--- src/rtl/spi_cm_pkg.sv ---
`timescale 1ns/1ps
package spi_cm_pkg;
    localparam int FLAG_W      = 8;
    localparam int FL_OFFLINE  = 0;
    localparam int FL_LAST     = 1;
    localparam int FL_RDEVT    = 2;
    localparam int FL_CSPOL    = 3;
    localparam int FL_CPOL     = 4;
    localparam int FL_CPHA     = 5;
    localparam int FL_LSBF     = 6;
    localparam int FL_3WIRE    = 7;

    typedef enum logic [1:0] {
        ST_IDLE = 2'd0,
        ST_RUN  = 2'd1,
        ST_HOLD = 2'd2
    } spi_st_e;
endpackage

--- src/rtl/spi_cm_shifter.sv ---
`timescale 1ns/1ps
module spi_cm_shifter #(
    parameter int DW = 32
) (
    input  logic [DW-1:0] cur,
    input  logic          lsb_first,
    input  logic          rx_bit,
    output logic          tx_bit,
    output logic [DW-1:0] nxt
);
    // Bit that leaves next, and the register after one shift with rx_bit inserted
    assign tx_bit = lsb_first ? cur[0] : cur[DW-1];
    assign nxt    = lsb_first ? {rx_bit, cur[DW-1:1]} : {cur[DW-2:0], rx_bit};
endmodule

--- src/rtl/spi_cm_pads.sv ---
`timescale 1ns/1ps
module spi_cm_pads
    import spi_cm_pkg::*;
#(
    parameter int NCS = 3
) (
    input  logic [FLAG_W-1:0] flags,
    input  logic              sck_active,
    input  logic              tx_bit,
    input  logic              cs_act,
    input  logic [NCS-1:0]    mask,
    input  logic              miso_i,
    input  logic              mosi_i,
    output logic              sck_o,
    output logic              sck_oe,
    output logic              mosi_o,
    output logic              mosi_oe,
    output logic [NCS-1:0]    cs_o,
    output logic              cs_oe,
    output logic              rx_bit
);
    logic drive_en;
    logic line_turned;

    assign drive_en    = ~flags[FL_OFFLINE];
    assign line_turned = flags[FL_3WIRE] & flags[FL_RDEVT];

    assign sck_o   = flags[FL_CPOL] ^ sck_active;
    assign sck_oe  = drive_en;
    assign mosi_o  = tx_bit;
    assign mosi_oe = drive_en & ~line_turned;
    assign cs_oe   = drive_en;
    assign rx_bit  = flags[FL_3WIRE] ? mosi_i : miso_i;

    for (genvar g = 0; g < NCS; g++) begin : g_cs
        assign cs_o[g] = (cs_act & mask[g]) ? flags[FL_CSPOL] : ~flags[FL_CSPOL];
    end
endmodule

--- src/rtl/spi_chain_master.sv ---
`timescale 1ns/1ps
module spi_chain_master
    import spi_cm_pkg::*;
#(
    parameter int DW    = 32,
    parameter int NCS   = 3,
    parameter int DIV_W = 8
) (
    input  logic                    clk,
    input  logic                    rst_n,
    input  logic                    cfg_we,
    input  logic [FLAG_W-1:0]       cfg_flags,
    input  logic [$clog2(DW)-1:0]   cfg_len,
    input  logic [DIV_W-1:0]        cfg_div,
    input  logic [NCS-1:0]          cfg_mask,
    input  logic                    dat_we,
    input  logic [DW-1:0]           dat_wdata,
    output logic                    busy,
    output logic                    rd_valid,
    output logic [DW-1:0]           rd_data,
    output logic                    sck_o,
    output logic                    sck_oe,
    output logic                    mosi_o,
    output logic                    mosi_oe,
    input  logic                    mosi_i,
    input  logic                    miso_i,
    output logic [NCS-1:0]          cs_o,
    output logic                    cs_oe
);
    localparam int LEN_W = $clog2(DW);
    localparam int CNT_W = DIV_W + 1;

    typedef struct packed {
        spi_st_e            st;
        logic               act;      // SCK in its non-idle half
        logic [CNT_W-1:0]   cnt;      // cycles left in current half, minus one
        logic [LEN_W-1:0]   bits;     // bits left after the current one
        logic               first;
        logic               rxbit;
        logic [DW-1:0]      sh;
        logic               cs_act;
        logic               rdv;
        logic [FLAG_W-1:0]  flags;
        logic [LEN_W-1:0]   len;
        logic [DIV_W-1:0]   div;
        logic [NCS-1:0]     mask;
    } regs_t;

    regs_t r_d, r_q;

    logic             tx_bit, rx_in;
    logic [DW-1:0]    sh_next;
    logic [CNT_W-1:0] dfull, idle_m1, act_m1;
    logic             cpha;

    spi_cm_shifter #(.DW(DW)) u_shift (
        .cur       (r_q.sh),
        .lsb_first (r_q.flags[FL_LSBF]),
        .rx_bit    (r_q.rxbit),
        .tx_bit    (tx_bit),
        .nxt       (sh_next)
    );

    spi_cm_pads #(.NCS(NCS)) u_pads (
        .flags      (r_q.flags),
        .sck_active (r_q.act),
        .tx_bit     (tx_bit),
        .cs_act     (r_q.cs_act),
        .mask       (r_q.mask),
        .miso_i     (miso_i),
        .mosi_i     (mosi_i),
        .sck_o      (sck_o),
        .sck_oe     (sck_oe),
        .mosi_o     (mosi_o),
        .mosi_oe    (mosi_oe),
        .cs_o       (cs_o),
        .cs_oe      (cs_oe),
        .rx_bit     (rx_in)
    );

    // Half lengths: idle-level half gets the extra cycle of an odd divisor
    assign dfull   = CNT_W'(r_q.div) + CNT_W'(2);
    assign idle_m1 = ((dfull + CNT_W'(1)) >> 1) - CNT_W'(1);
    assign act_m1  = (dfull >> 1) - CNT_W'(1);
    assign cpha    = r_q.flags[FL_CPHA];

    always_comb begin
        r_d     = r_q;
        r_d.rdv = 1'b0;
        if (cfg_we && r_q.st == ST_IDLE) begin
            r_d.flags = cfg_flags;
            r_d.len   = cfg_len;
            r_d.div   = cfg_div;
            r_d.mask  = cfg_mask;
        end
        case (r_q.st)
            ST_IDLE: begin
                if (dat_we) begin
                    r_d.st     = ST_RUN;
                    r_d.act    = 1'b0;
                    r_d.cnt    = idle_m1;
                    r_d.bits   = r_q.len;
                    r_d.first  = 1'b1;
                    r_d.sh     = dat_wdata;
                    r_d.cs_act = 1'b1;
                end
            end
            ST_RUN: begin
                if (r_q.cnt != '0) begin
                    r_d.cnt = r_q.cnt - CNT_W'(1);
                end else if (!r_q.act) begin
                    // leading edge
                    r_d.act = 1'b1;
                    r_d.cnt = act_m1;
                    if (!cpha) r_d.rxbit = rx_in;
                    if (cpha && !r_q.first) r_d.sh = sh_next;
                end else begin
                    // trailing edge
                    r_d.act   = 1'b0;
                    r_d.cnt   = idle_m1;
                    r_d.first = 1'b0;
                    if (cpha)  r_d.rxbit = rx_in;
                    if (!cpha) r_d.sh    = sh_next;
                    if (r_q.bits == '0) r_d.st   = ST_HOLD;
                    else                r_d.bits = r_q.bits - LEN_W'(1);
                end
            end
            ST_HOLD: begin
                if (r_q.cnt != '0) begin
                    r_d.cnt = r_q.cnt - CNT_W'(1);
                end else begin
                    if (cpha) r_d.sh = sh_next;
                    r_d.st  = ST_IDLE;
                    r_d.rdv = r_q.flags[FL_RDEVT];
                    if (r_q.flags[FL_LAST]) r_d.cs_act = 1'b0;
                end
            end
            default: r_d.st = ST_IDLE;
        endcase
    end

    always_ff @(posedge clk or negedge rst_n) begin
        if (!rst_n) r_q <= '0;
        else        r_q <= r_d;
    end

    assign busy     = (r_q.st != ST_IDLE);
    assign rd_valid = r_q.rdv;
    assign rd_data  = r_q.sh;

    // configuration frozen during a transfer
    a_r1_cfg_locked: assert property (@(posedge clk) disable iff (!rst_n)
        (busy && cfg_we) |=> $stable(r_q.flags) && $stable(r_q.div) && $stable(r_q.len));
    // a started transfer loads the configured length
    a_r2_len_loaded: assert property (@(posedge clk) disable iff (!rst_n)
        $rose(busy) |-> (r_q.bits == r_q.len) && r_q.cs_act);
    // SCK rests at its idle level whenever no transfer runs
    a_r3_sck_idle: assert property (@(posedge clk) disable iff (!rst_n)
        !busy |-> (sck_o == r_q.flags[FL_CPOL]));
    // chip select is only dropped when a transfer completes
    a_r7_cs_release: assert property (@(posedge clk) disable iff (!rst_n)
        $fell(r_q.cs_act) |-> $fell(busy));
    // read event is a single-cycle pulse right after completion
    a_r8_rdv_pulse: assert property (@(posedge clk) disable iff (!rst_n)
        rd_valid |-> $fell(busy) ##1 !rd_valid);
    // 3-wire read never drives the shared line
    a_r9_line_free: assert property (@(posedge clk) disable iff (!rst_n)
        (busy && r_q.flags[FL_3WIRE] && r_q.flags[FL_RDEVT]) |-> !mosi_oe);
    // offline floats every pin
    a_r10_offline: assert property (@(posedge clk) disable iff (!rst_n)
        r_q.flags[FL_OFFLINE] |-> !(sck_oe || mosi_oe || cs_oe));
endmodule

--- config.mk ---
export PLATFORM = sky130hd
export DESIGN_NAME = spi_chain_master
export DESIGN_NICKNAME = d
export VERILOG_FILES = /design/src/rtl/spi_cm_pkg.sv /design/src/rtl/spi_cm_shifter.sv /design/src/rtl/spi_cm_pads.sv /design/src/rtl/spi_chain_master.sv
export SDC_FILE = /design/constraint.sdc
export NUM_CORES = 1
export LEC_CHECK = 0
export BUFFER_PORTS_ARGS = -buffer_cell sky130_fd_sc_hd__clkbuf_2
export CAP_MARGIN = 20
export CORE_MARGIN = 3
export CORE_UTILIZATION = 50
export DETAILED_ROUTE_END_ITERATION = 10
export GPL_TIMING_DRIVEN = 0
export PLACE_DENSITY_LB_ADDON = 0.25
export SYNTH_ARGS = -nofsm -noshare
export SYNTH_HDL_FRONTEND = slang
export SYNTH_SLANG_ARGS = --single-unit
--- constraint.sdc ---
create_clock -name clk -period 4 [get_ports clk]
set_input_delay 1 -clock clk [delete_from_list [all_inputs] [get_ports clk]]
set_output_delay 1 -clock clk [all_outputs]
set_load 0.01 [all_outputs]
* After elaboration in Yosys (flattened, before gate mapping) *
Cells that the tools add are included.

operators by class
  bitwise gates (word level) = 10
  eq/ne operators = 15
  reductions and logical operators = 18
  mux-type cells = 33
  $add $sub $neg = 6

operator list
  cell                                                                 count
  32-bit two-way mux                                                   4
  32-bit case mux with 3 select lines                                  1
  33-bit two-way mux                                                   2
  39-bit two-way mux                                                   1
  34-bit two-way mux                                                   1
  9-bit case mux with 3 select lines                                   1
  2-bit inequality test (second input constant)                        10
  18-bit two-way mux                                                   1
  9-bit two-way mux                                                    2
  8-bit by 1-bit subtractor with 9-bit output (second input constant)  2
  6-bit case mux with 2 select lines                                   1
  4-bit AND reduction                                                  3
  10-bit two-way mux                                                   1
  5-bit AND reduction                                                  2
  8-bit by 2-bit adder with 9-bit output (second input constant)       1
  9-bit by 1-bit adder with 9-bit output (second input constant)       1
  1-bit two-way mux                                                    9
  9-bit nonzero test                                                   1
  9-bit by 1-bit subtractor with 9-bit output (second input constant)  1
  7-bit AND reduction                                                  1
  2-bit two-way mux                                                    3
  6-bit two-way mux                                                    1
  3-bit inequality test (second input constant)                        2
  2-bit case mux with 3 select lines                                   1
  17 further kinds                                                     29

word-level totals
  flip-flop bits (word level) = 77
  input bits = 62
  word-level logic and storage cells = 95

* Depth between registers and ports, before layout *
Gate-level depths: netlist of run 1.

  depth in word-level cells = 6
  mapped depth = 11

* Hierarchy *
From an unflattened synthesis of run 1, not the netlist that was laid out.

unflattened totals
  cells, all modules = 582
  area total of the unflattened synthesis = 5,485.3 µm²

by module, submodules not included
  module            cells an instance  area an instance (µm²)  instances
  spi_chain_master  533                4,844.6                 1
  spi_cm_shifter    37                 555.5                   1
  spi_cm_pads       12                 85.1                    1

* Worst setup path after synthesis of run 1 *
No wires, ideal clock.

  path kind = register to register
  start point = register r_q[4] (netlist name)
  end point = register r_q[69] (netlist name)
  data arrival time = 2.459 ns
  clock period less this slack = 2.585 ns
  buffers on the path = 2
  cell stages (with the launch flop) = 11
  slack = 1.415 ns
  required time = 3.874 ns
  library setup time = 0.126 ns
  cell sequence = dfrtp_1 -> buf_2 -> inv_1 -> ha_1 -> clkbuf_1 -> nand2b_1 -> o311ai_0 -> xnor2_1 -> nand3_1 -> xnor2_1 -> a221o_1

on the way
  word-level cells in the longest chain between the ends = 6
  elaborated cells between the ends (all ways) = 8
  those cells by class = add/sub (4); mux (4)

ends and longest elaborated chain
  item                                         RTL line                 RTL
  start, declared                              spi_chain_master.sv:49   regs_t r_d, r_q;
  start signal, assigned                       spi_chain_master.sv:144  else r_q <= r_d;
  8-bit by 2-bit adder with 9-bit output (*)   spi_chain_master.sv:82   assign dfull = CNT_W'(r_q.div) + CNT_W'(2);
  9-bit by 1-bit adder with 9-bit output       spi_chain_master.sv:83   assign idle_m1 = ((dfull + CNT_W'(1)) >> 1) - CNT_W'(1);
  8-bit by 1-bit subtractor with 9-bit output  spi_chain_master.sv:83
  10-bit two-way mux                           spi_chain_master.sv:111  end else if (!r_q.act) begin
  9-bit two-way mux                            spi_chain_master.sv:109  if (r_q.cnt != '0) begin
  9-bit case mux with 3 select lines (*)       spi_chain_master.sv:96   case (r_q.st)

Every way passes the cells marked *; elsewhere a longest branch is shown, timed or not. The select of a mux whose other input is x is not followed.
A chain may end at the register's enable or synchronous reset.

* Worst setup path after layout of run 1 *
  start point = register r_q[22] (netlist name)
  end point = output port mosi_o

on the way
  word-level cells in the longest chain between the ends = 1

ends and longest elaborated chain
  item               RTL line                RTL
  1-bit two-way mux  spi_cm_shifter.sv:12    assign tx_bit = lsb_first ? cur[0] : cur[DW-1];
  end, declared      spi_chain_master.sv:23  output logic mosi_o,

Every way passes these cells.

==> flow_metrics.env, run 1 <==
export IMPL_cts_sink_count=77
export IMPL_combPwrFrac_pct=62.8
export IMPL_met1_usage_pct=29.2
export IMPL_drt_wl_total_um=12600
export IMPL_clockBufferDepth=2
export IMPL_fmax_ghz=0.321
export IMPL_finalSetupViolCount=0
export IMPL_num_rows=37
export IMPL_hold_viol=0
export IMPL_place_hpwl_um=9760
export IMPL_nets=763
export IMPL_clock_skew_ns=0.00949
export IMPL_yosys_warnings=0
export IMPL_start_util_pct=51.8
export IMPL_synth_distinct_cells=64
export IMPL_switching_share_pct=44.4
export IMPL_crit_type="register to output pin"
export IMPL_yosys_register_bits=77
export IMPL_power_density_nw_per_um2=967
export IMPL_synth_edff_count=0
export IMPL_worst_slack_ns=0.888
export IMPL_pre_cts_ws_ns=0.897
export IMPL_outcome="complete, no violations"
export IMPL_synth_main_ff_cell="dfrtp_1"
export IMPL_holdWs_ns=0.513
export IMPL_gp_congestion=0.883
export IMPL_cts_hold_buf=0
export IMPL_synth_area_leader_cell="dfrtp_1"
export IMPL_synth_top_area_share_pct=35.9
export IMPL_antenna_found_initial=0
export IMPL_core_area_um2=10400
export IMPL_switchingPower_uw=2720
export IMPL_leakage_uw=0.00295
export IMPL_dieArea_um2=12000
export IMPL_use_met2_pct=36.1
export IMPL_viasPerCell=5.55
export IMPL_multi_input_area_um2=2870
export IMPL_wl_per_cell_um=15.2
export IMPL_htreeDepth=3
export IMPL_grt_pass1_wl_um=20800
export IMPL_grt_max_degree=59
export IMPL_relSlewSlack_pct=53.7
export IMPL_endpoint_kind="output pin"
export IMPL_grt_pass1_vias=4416
export IMPL_ys_top_cells_by_area="dfrtp_1, mux2i_1, mux2_2"
export IMPL_worst_pin_slew_ns=0.694
export IMPL_cts_clk_slew_worst_paths_ns=0.08
export IMPL_io_pins=104
export IMPL_intPower_uw=3400
export IMPL_postCtsSetupBuffers=0
export IMPL_drive_above_1_share_pct=29.0
export IMPL_grt_use_met3_pct=2.76
export IMPL_cp_start_kind="register"
export IMPL_vias=4610
export IMPL_track_usage_pct=21.5
export IMPL_holdCritPathClass="register to register"
export IMPL_drc=0
export IMPL_syn_cell_area_um2=5370
export IMPL_seq_area_frac_synth_pct=35.9
export IMPL_nFillCells=921
export IMPL_top_usage_layer="met2"
export IMPL_die_w_um=110
export IMPL_die_h_um=110
export IMPL_cts_made_buffers=9
export IMPL_maxSlewViolCount=0
export IMPL_async_reset_ff_share_pct=100
export IMPL_cp_required_ns=3.00
export IMPL_dp_cells=814
export IMPL_fin_crit_ns=3.11
export IMPL_vdd_drop_max_mv=0.392
export IMPL_fin_crit_sh_pct=77.8
export IMPL_maxCapViolCount=0
export IMPL_seqPwrFrac_pct=25.6
export IMPL_regArea_um2=1930
export IMPL_cp_arrival_ns=2.11
export IMPL_insertion_delay_ns=0.34
export IMPL_cts_tree="built"
export IMPL_first_pass_iters=7
export IMPL_antenna_cells=0
export IMPL_pwr_share_clk_pct=11.6
export IMPL_syn_nets=648
export IMPL_cp_max_fo=10
export IMPL_fin_cells=830
export IMPL_setup_tns_ns=0
export IMPL_cts_root_buf="clkbuf_8"
export IMPL_drtAntennaViolNets=0
export IMPL_drtIter0Drc=209
export IMPL_rsz0062_at_grt="no"
export IMPL_cts_resized=0
export IMPL_portBuffers=103
export IMPL_synth_area_per_cell_um2=9.36
export IMPL_syn_inst=574
export IMPL_grt_overflow_total=0
export IMPL_area_growth_pct=17.9
-- cell families after synthesis --
| kind of cell | Yosys count | share of synthesized area [%] |
|---|---|---|
| buffers and inverters | 118 | 10.8 |
| muxes | 65 | 12.7 |
| AOI/OAI and AO/OA | 150 | 20.4 |
| adders and majority gates | 12 | 2.79 |
| xor gates and xnor gates | 35 | 5.85 |
| and+or+nand+nor | 117 | 11.6 |
| DFF | 77 | 35.9 |
-- flip-flops by register name, indices dropped and copies added (netlist names) --
name      count
cpha          1
rd_data      32
r_q          43
rd_valid      1
-- metrics by stage --
| step | power [µW] | util (%) | instance area (µm²) |
|---|---|---|---|
| 3_3_place_gp | 5310 | 58.4 | 6060 |
| 5_1_grt | 6690 | 61.1 | 6330 |
| 6_report | 6130 | 61.1 | 6330 |
| 2_1_floorplan | 4450 | - | 5370 |
| 4_1_cts | 6150 | 61.1 | 6330 |
| 3_5_place_dp | 5420 | 58.7 | 6090 |
-- routing by layer --
layer,vias up,part of all wire (%),wire [µm]
met5,-,0,0
met2,130,49,6210
met4,0,1.1,135
met3,15,4.9,611
met1,2210,45,5620
li1,2255,-,-
-- cell type report --
class / count / share of cell area, %
multi-input cells: 379 / 45.2
clock inverters: 7 / 1.92
repair buffers: 104 / 8.61
well taps: 136 / 2.69
plain buffers: 70 / 6.32
flip-flops and latches: 77 / 30.4
inverters: 48 / 2.84
clock buffers: 9 / 1.96
-- path summary, 6_finish.rpt --
| kind | startpoint | to | slack, ns | depth (start not counted) |
|---|---|---|---|---|
| setup / recovery | r_q[22]$_DFFE_PN0P_ | mosi_o | 0.89 | 4 |
| hold / removal | r_q[12]$_DFFE_PN0P_ | r_q[12]$_DFFE_PN0P_ | 0.51 | 1 |
| setup reg to reg | r_q[4]$_DFFE_PN0P_ | r_q[72]$_DFFE_PN0P_ | 0.91 | 10 |
| hold reg to reg | r_q[12]$_DFFE_PN0P_ | r_q[12]$_DFFE_PN0P_ | 0.51 | 1 |
| max in group asynchronous | rst_n | r_q[73]$_DFFE_PN0P_ | 2.85 | 2 |
| min in group asynchronous | rst_n | rd_data[3]$_DFFE_PN0P_ | 0.57 | 1 |
-- critical path: stages (launching register included) --
cell and delay, ns:
dfrtp_1 0.33, clkbuf_1 0.31, clkbuf_1 0.58, mux2_2 0.42, clkbuf_2 0.13
-- cell usage in the layout, fill, tap and decap left out, types with 26 or more instances in the layout --
| master | count |
|---|---|
| nand2_1 | 38 |
| mux2i_1 | 38 |
| clkbuf_1 | 26 |
| o21a_1 | 32 |
| inv_1 | 48 |
| buf_4 | 34 |
| mux2_2 | 27 |
| dfrtp_1 | 77 |
| o221ai_1 | 34 |
| clkbuf_2 | 102 |
-- synthesized netlist by cell type (3+ instances only) --
library cell	n
xor2_1	20
xnor2_1	14
o21ai_0	23
nand3_1	14
ha_1	12
a21o_1	3
buf_4	34
dfrtp_1	77
nand4_1	5
nand2b_1	6
o22ai_1	6
or3_1	6
o221ai_1	34
nor2b_1	3
mux2_2	27
nor2_1	18
clkbuf_1	26
nand2_1	38
buf_2	8
a22oi_1	3
inv_1	48
a21oi_1	20
mux2i_1	38
o21a_1	32
o211ai_1	3
nor3_1	5
and3_1	3
nand3b_1	3
-- power groups by stage --
stage,Sequential (µW),Combinational (µW),Clock [µW]
floorplan,1450,3000,0
global placement,1560,3760,0
detailed placement,1570,3850,0
CTS,1560,3870,726
global route,1630,4300,760
finish,1570,3850,713
Note: power is estimated with default switching activity, not from simulation.
==> run 2, diff against run 1 <==
--- a/config.mk
+++ b/config.mk
@@ -5,6 +5,7 @@
 export SDC_FILE = /design/constraint.sdc
 export NUM_CORES = 1
 export LEC_CHECK = 0
+export ABC_AREA = 1
 export BUFFER_PORTS_ARGS = -buffer_cell sky130_fd_sc_hd__clkbuf_2
 export CAP_MARGIN = 20
 export CORE_MARGIN = 3
==> constraint.sdc (replaced) <==
create_clock -name clk -period 3.1 [get_ports clk]
set_input_delay 0.775 -clock clk [delete_from_list [all_inputs] [get_ports clk]]
set_output_delay 0.775 -clock clk [all_outputs]
set_load 0.01 [all_outputs]
==> flow_metrics.env, run 2 <==
export IMPL_drive_above_1_share_pct=21.7
export IMPL_crit_chain="inv_1 -> ha_1 -> nand3_1 -> nor3_2 -> nand2_1 -> a21oi_2 -> nand2_1 -> nor4_4 -> buf_2 -> o21ai_0"
export IMPL_yosys_top_cells_count="nand2_1, inv_1, dfrtp_1, nor2_1, o21ai_0"
export IMPL_fin_crit_ns=2.78
export IMPL_layout_commonest_cell="nand2_1"
export IMPL_die_w_um=107
export IMPL_worst_path_dominant_cell_family="simple AND/OR/NAND/NOR gates"
export IMPL_wl_per_cell_um=14.7
export IMPL_critPathBufInv=2
export IMPL_cts_resized=0
export IMPL_syn_inst=693
export IMPL_ys_top_cells_by_area="dfrtp_1, nand2_1, inv_1"
export IMPL_pre_cts_ws_ns=0.338
export IMPL_grt_overflow_total=0
export IMPL_place_hpwl_um=10300
export IMPL_nFillCells=896
export IMPL_area_growth_pct=18.1
export IMPL_drtIter0Drc=421
export IMPL_postLayoutCellArea_um2=6030
export IMPL_synth_most_common_cell="nand2_1"
export IMPL_cp_start_kind="register"
export IMPL_synth_area_leader_cell="dfrtp_1"
export IMPL_slowest_stage="nor4_4"
export IMPL_grt_max_degree=54
export IMPL_vias=5086
export IMPL_crit_type="register to register"
export IMPL_rsz0062_at_grt="no"
export IMPL_grt_pass1_vias=4918
export IMPL_postCtsSetupBuffers=0
export IMPL_insertion_delay_ns=0.37
export IMPL_path_common_cell="nand2_1"
export IMPL_synth_main_ff_cell="dfrtp_1"
export IMPL_nets=882
export IMPL_top_register="r_q"
export IMPL_endpoint_kind="register"
export IMPL_clockBufferDepth=2
export IMPL_vdd_drop_max_mv=0.591
export IMPL_core_area_um2=9860
export IMPL_reg2reg_depth=10
export IMPL_yosys_warnings=0
export IMPL_finalSetupViolCount=0
export IMPL_portBuffers=103
export IMPL_drc=0
export IMPL_relSlewSlack_pct=52.7
export IMPL_gp_congestion=0.921
export IMPL_synth_distinct_cells=33
export IMPL_outcome="complete, no violations"
export IMPL_synth_edff_count=0
export IMPL_first_pass_iters=5
export IMPL_holdCritPathClass="input port to asynchronous set/reset pin"
export IMPL_cp_arrival_ns=3.02
export IMPL_num_rows=36
export IMPL_antenna_cells=0
export IMPL_die_h_um=107
export IMPL_largest_reg_flops=43
export IMPL_cp_max_fo=10
export IMPL_place_area_um2=5820
export IMPL_syn_cell_area_um2=5100
export IMPL_cts_clk_slew_worst_paths_ns=0.08
export IMPL_multi_input_area_um2=2430
export IMPL_cts_root_buf="clkbuf_8"
export IMPL_seq_area_frac_synth_pct=37.7
export IMPL_regArea_um2=1930
export IMPL_htreeDepth=3
export IMPL_cts_tree="built"
export IMPL_worst_slack_ns=0.315
export IMPL_start_util_pct=51.8
export IMPL_synth_area_per_cell_um2=7.37
export IMPL_track_usage_pct=25.1
export IMPL_maxSlewViolCount=0
export IMPL_dieArea_um2=11500
export IMPL_grt_pass1_wl_um=23200
export IMPL_yosys_register_bits=77
export IMPL_cpPeakStageDelay_ns=0.54
export IMPL_cts_hold_buf=0
export IMPL_cts_made_buffers=9
export IMPL_leakage_uw=0.00306
export IMPL_cp_depth=10
export IMPL_fin_crit_sh_pct=89.8
export IMPL_final_cell_mix="nand2_1, clkbuf_2, inv_1"
export IMPL_synth_top_area_share_pct=37.7
export IMPL_fmax_ghz=0.359
export IMPL_power_density_nw_per_um2=1250
export IMPL_io_pins=104
export IMPL_syn_nets=767
export IMPL_clock_skew_ns=0.00775
export IMPL_antenna_found_initial=0
export IMPL_drt_wl_total_um=13900
export IMPL_async_reset_ff_share_pct=100
export IMPL_viasPerCell=5.38
export IMPL_cp_required_ns=3.34
export IMPL_setup_tns_ns=0
export IMPL_drtAntennaViolNets=0
export IMPL_hold_viol=0
export IMPL_maxCapViolCount=0
export IMPL_cts_sink_count=77
export IMPL_worst_pin_slew_ns=0.704
## run 2: cell types whose count changed in the layout (fill, tap and decap cells not counted), sizes merged, moves of 10 or more
| cell | change |
|---|---|
| o21a | -29 |
| o221ai | -34 |
| inv | +42 |
| xnor2 | -10 |
| nor2 | +56 |
| a21oi | +33 |
| o21ai | +52 |
| mux2 | -15 |
| nand2 | +79 |
| o22ai | +21 |
| mux2i | -37 |
## run 2: worst paths after layout
check / start / to / slack, ns
setup reg to reg: r_q[65]$_DFFE_PN0P_ / rd_data[5]$_DFFE_PN0P_ / 0.32
hold reg to reg: r_q[1]$_DFFE_PN0P_ / r_q[1]$_DFFE_PN0P_ / 0.52
min in group clk: r_q[1]$_DFFE_PN0P_ / r_q[1]$_DFFE_PN0P_ / 0.52
max in group asynchronous: rst_n / rd_data[21]$_DFFE_PN0P_ / 2.17
hold / removal: rst_n / r_q[69]$_DFFE_PN0P_ / 0.35
setup / recovery: r_q[65]$_DFFE_PN0P_ / rd_data[5]$_DFFE_PN0P_ / 0.32
## run 2: stage by stage
| stage | hold slack (ns) | total power (µW) | instances | util, % |
|---|---|---|---|---|
| 6_report | 0.349 | 7550 | 945 | 61.1 |
| 5_1_grt | 0.370 | 8290 | 945 | 61.1 |
| 4_1_cts | 0.355 | 7520 | 945 | 61.1 |
| 3_5_place_dp | 0.499 | 6640 | 930 | 59.0 |
| 3_3_place_gp | 0.488 | 6510 | 929 | 58.7 |
| 2_1_floorplan | 0.475 | 5310 | 693 | - |
## run 2: where the power goes
part           switching (µW)  leakage [µW]  internal [µW]
Clock                     388      0.000105            470
Sequential                426      0.000922           1520
Combinational            2900       0.00204           1850
Total                    3710       0.00306           3840
## run 2: cell families (layout without fill, tap and decap cells)
logic type / Yosys count / count (layout) / share of synthesized area [%]
muxes: 13 / 13 / 2.84
and+or+nand+nor: 231 / 231 / 18.6
DFF: 77 / 77 / 37.7
xor gates and xnor gates: 18 / 18 / 3.09
AOI/OAI and AO/OA: 185 / 185 / 20.2
adders and majority gates: 12 / 12 / 2.94
buffers and inverters: 157 / 276 / 14.6
## run 2: layer usage
layer	global-route usage, %	routed length [µm]
met1	35.2	6190
met5	0	0
met4	8.95	287
met3	5.12	1150
met2	38.5	6300
## run 2: final cells by class
cell class / instances / share of cell area [%]
multi-input cells: 459 / 40.4
inverters: 93 / 5.79
plain buffers: 64 / 6.54
flip-flops and latches: 77 / 32.0
repair buffers: 104 / 9.05
clock buffers: 11 / 2.34
well taps: 133 / 2.76
clock inverters: 4 / 1.20
==> run 3, diff against run 2 <==
--- a/config.mk
+++ b/config.mk
@@ -6,11 +6,11 @@
 export NUM_CORES = 1
 export LEC_CHECK = 0
 export ABC_AREA = 1
-export BUFFER_PORTS_ARGS = -buffer_cell sky130_fd_sc_hd__clkbuf_2
 export CAP_MARGIN = 20
 export CORE_MARGIN = 3
 export CORE_UTILIZATION = 50
 export DETAILED_ROUTE_END_ITERATION = 10
+export DONT_BUFFER_PORTS = 1
 export GPL_TIMING_DRIVEN = 0
 export PLACE_DENSITY_LB_ADDON = 0.25
 export SYNTH_ARGS = -nofsm -noshare
==> flow_metrics.env, run 3 (synthesis gave the netlist of run 2 again) <==
export IMPL_outcome="complete, no violations"
export IMPL_top_register="r_q"
export IMPL_path_common_cell="nand2_1"
export IMPL_nets=778
export IMPL_crit_type="register to register"
export IMPL_cp_start_kind="register"
export IMPL_die_h_um=107
export IMPL_worst_pin_slew_ns=0.686
export IMPL_postLayoutCellArea_um2=5450
export IMPL_grt_overflow_total=0
export IMPL_pwr_share_clk_pct=10.2
export IMPL_seqPwrFrac_pct=27.3
export IMPL_holdWs_ns=0.0971
export IMPL_gp_congestion=0.925
export IMPL_drc=0
export IMPL_insertion_delay_ns=0.37
export IMPL_place_hpwl_um=9850
export IMPL_largest_reg_flops=43
export IMPL_vias=4642
export IMPL_endpoint_kind="register"
export IMPL_cpPeakStageDelay_ns=0.53
export IMPL_layout_commonest_cell="nand2_1"
export IMPL_relSlewSlack_pct=53.9
export IMPL_slowest_stage="nor4_4"
export IMPL_fmax_ghz=0.363
export IMPL_fin_total_pwr_uw=7110
export IMPL_cts_root_buf="clkbuf_8"
export IMPL_cp_max_fo=10
export IMPL_grt_pass1_vias=4608
export IMPL_viasPerCell=5.52
export IMPL_cts_made_buffers=9
export IMPL_cp_arrival_ns=3.00
export IMPL_setup_tns_ns=0
export IMPL_combPwrFrac_pct=62.5
export IMPL_first_pass_iters=5
export IMPL_switching_share_pct=50.8
export IMPL_cts_hold_buf=0
export IMPL_wl_per_cell_um=16.0
export IMPL_cts_tree="built"
export IMPL_nFillCells=945
export IMPL_antenna_found_initial=0
export IMPL_die_w_um=107
export IMPL_hold_viol=0
export IMPL_clock_skew_ns=0.0138
export IMPL_finalSetupViolCount=0
export IMPL_final_cell_mix="nand2_1, inv_1, dfrtp_1"
export IMPL_start_util_pct=51.8
export IMPL_track_usage_pct=24.6
export IMPL_grt_max_degree=78
export IMPL_place_area_um2=5270
export IMPL_dieArea_um2=11500
export IMPL_drtAntennaViolNets=0
export IMPL_portBuffers=0
export IMPL_cts_clk_slew_worst_paths_ns=0.09
export IMPL_maxSlewViolCount=0
export IMPL_drtIter0Drc=297
export IMPL_num_rows=36
export IMPL_htreeDepth=3
export IMPL_holdCritPathClass="input port to asynchronous set/reset pin"
export IMPL_drt_wl_total_um=13400
export IMPL_rsz0062_at_grt="no"
export IMPL_switchingPower_uw=3620
export IMPL_fin_crit_ns=2.76
export IMPL_power_density_nw_per_um2=1310
export IMPL_drive_above_1_share_pct=10.2
export IMPL_io_pins=104
export IMPL_postCtsSetupBuffers=0
export IMPL_leakage_uw=0.00260
export IMPL_crit_chain="inv_1 -> ha_1 -> nand3_1 -> nor3_2 -> nand2_1 -> a21oi_2 -> nand2_1 -> nor4_4 -> buf_2 -> o22ai_1"
export IMPL_cts_sink_count=77
export IMPL_maxCapViolCount=0
export IMPL_cts_resized=0
export IMPL_cp_required_ns=3.35
export IMPL_vdd_drop_max_mv=0.526
export IMPL_dp_cells=826
export IMPL_fin_cells=841
export IMPL_clockBufferDepth=2
export IMPL_grt_pass1_wl_um=22500
export IMPL_intPower_uw=3500
export IMPL_core_area_um2=9860
export IMPL_area_growth_pct=6.72
export IMPL_antenna_cells=0
export IMPL_fin_crit_sh_pct=88.9
-- run 3: power by group through the flow --
stage,Combinational (µW),Sequential (µW),Clock (µW)
floorplan,3490,1810,0
global placement,4290,1930,0
detailed placement,4380,1950,0
CTS,4410,1930,734
global route,5040,2000,771
finish,4450,1940,724
-- run 3: metrics by stage --
| step | util [%] | setup slack, ns |
|---|---|---|
| after floorplan | - | 0.829 |
| after global placement | 53.4 | 0.384 |
| after detailed placement | 53.4 | 0.362 |
| after CTS | 55.2 | 0.344 |
| after global routing | 55.2 | 0.000280 |
| final | 55.2 | 0.344 |
-- run 3: routing by layer --
| metal | track usage [%] | up-vias | wire (µm) |
|---|---|---|---|
| met4 | 8.22 | 0 | 232 |
| met1 | 33.8 | 2168 | 5980 |
| li1 | - | 2270 | - |
| met2 | 38.8 | 183 | 6160 |
| met3 | 4.88 | 21 | 1040 |
| met5 | 0 | - | 0 |
-- run 3: final timing paths --
| kind | cells past startpoint | start | to | slack [ns] |
|---|---|---|---|---|
| max in group asynchronous | 0 | rst_n | r_q[75]$_DFFE_PN0P_ | 2.85 |
| worst min register to register | 1 | r_q[1]$_DFFE_PN0P_ | r_q[1]$_DFFE_PN0P_ | 0.51 |
| worst max register to register | 10 | r_q[65]$_DFFE_PN0P_ | rd_data[30]$_DFFE_PN0P_ | 0.34 |
| worst min-delay path | 0 | rst_n | rd_data[21]$_DFFE_PN0P_ | 0.1 |
| worst max-delay path | 10 | r_q[65]$_DFFE_PN0P_ | rd_data[30]$_DFFE_PN0P_ | 0.34 |
| min in group clk | 1 | r_q[1]$_DFFE_PN0P_ | r_q[1]$_DFFE_PN0P_ | 0.51 |
-- run 3: layout make-up --
class | count | area, µm² | area share [%]
Tap cell | 133 | 166 | 3.05
Multi-Input combinational cell | 459 | 2430 | 44.7
Sequential cell | 77 | 1930 | 35.4
Buffer | 64 | 394 | 7.23
Clock inverter | 3 | 21.3 | 0.390
Clock buffer | 12 | 155 | 2.85
Inverter | 93 | 349 | 6.41
-- run 3: worst max-delay path, delay by kind of cell (launching register included) --
kind,cells,cell delay (ns)
simple gates,5,1.19
buf+inv,2,0.52
flops,1,0.37
compound gates,2,0.33
fa+ha+maj,1,0.22
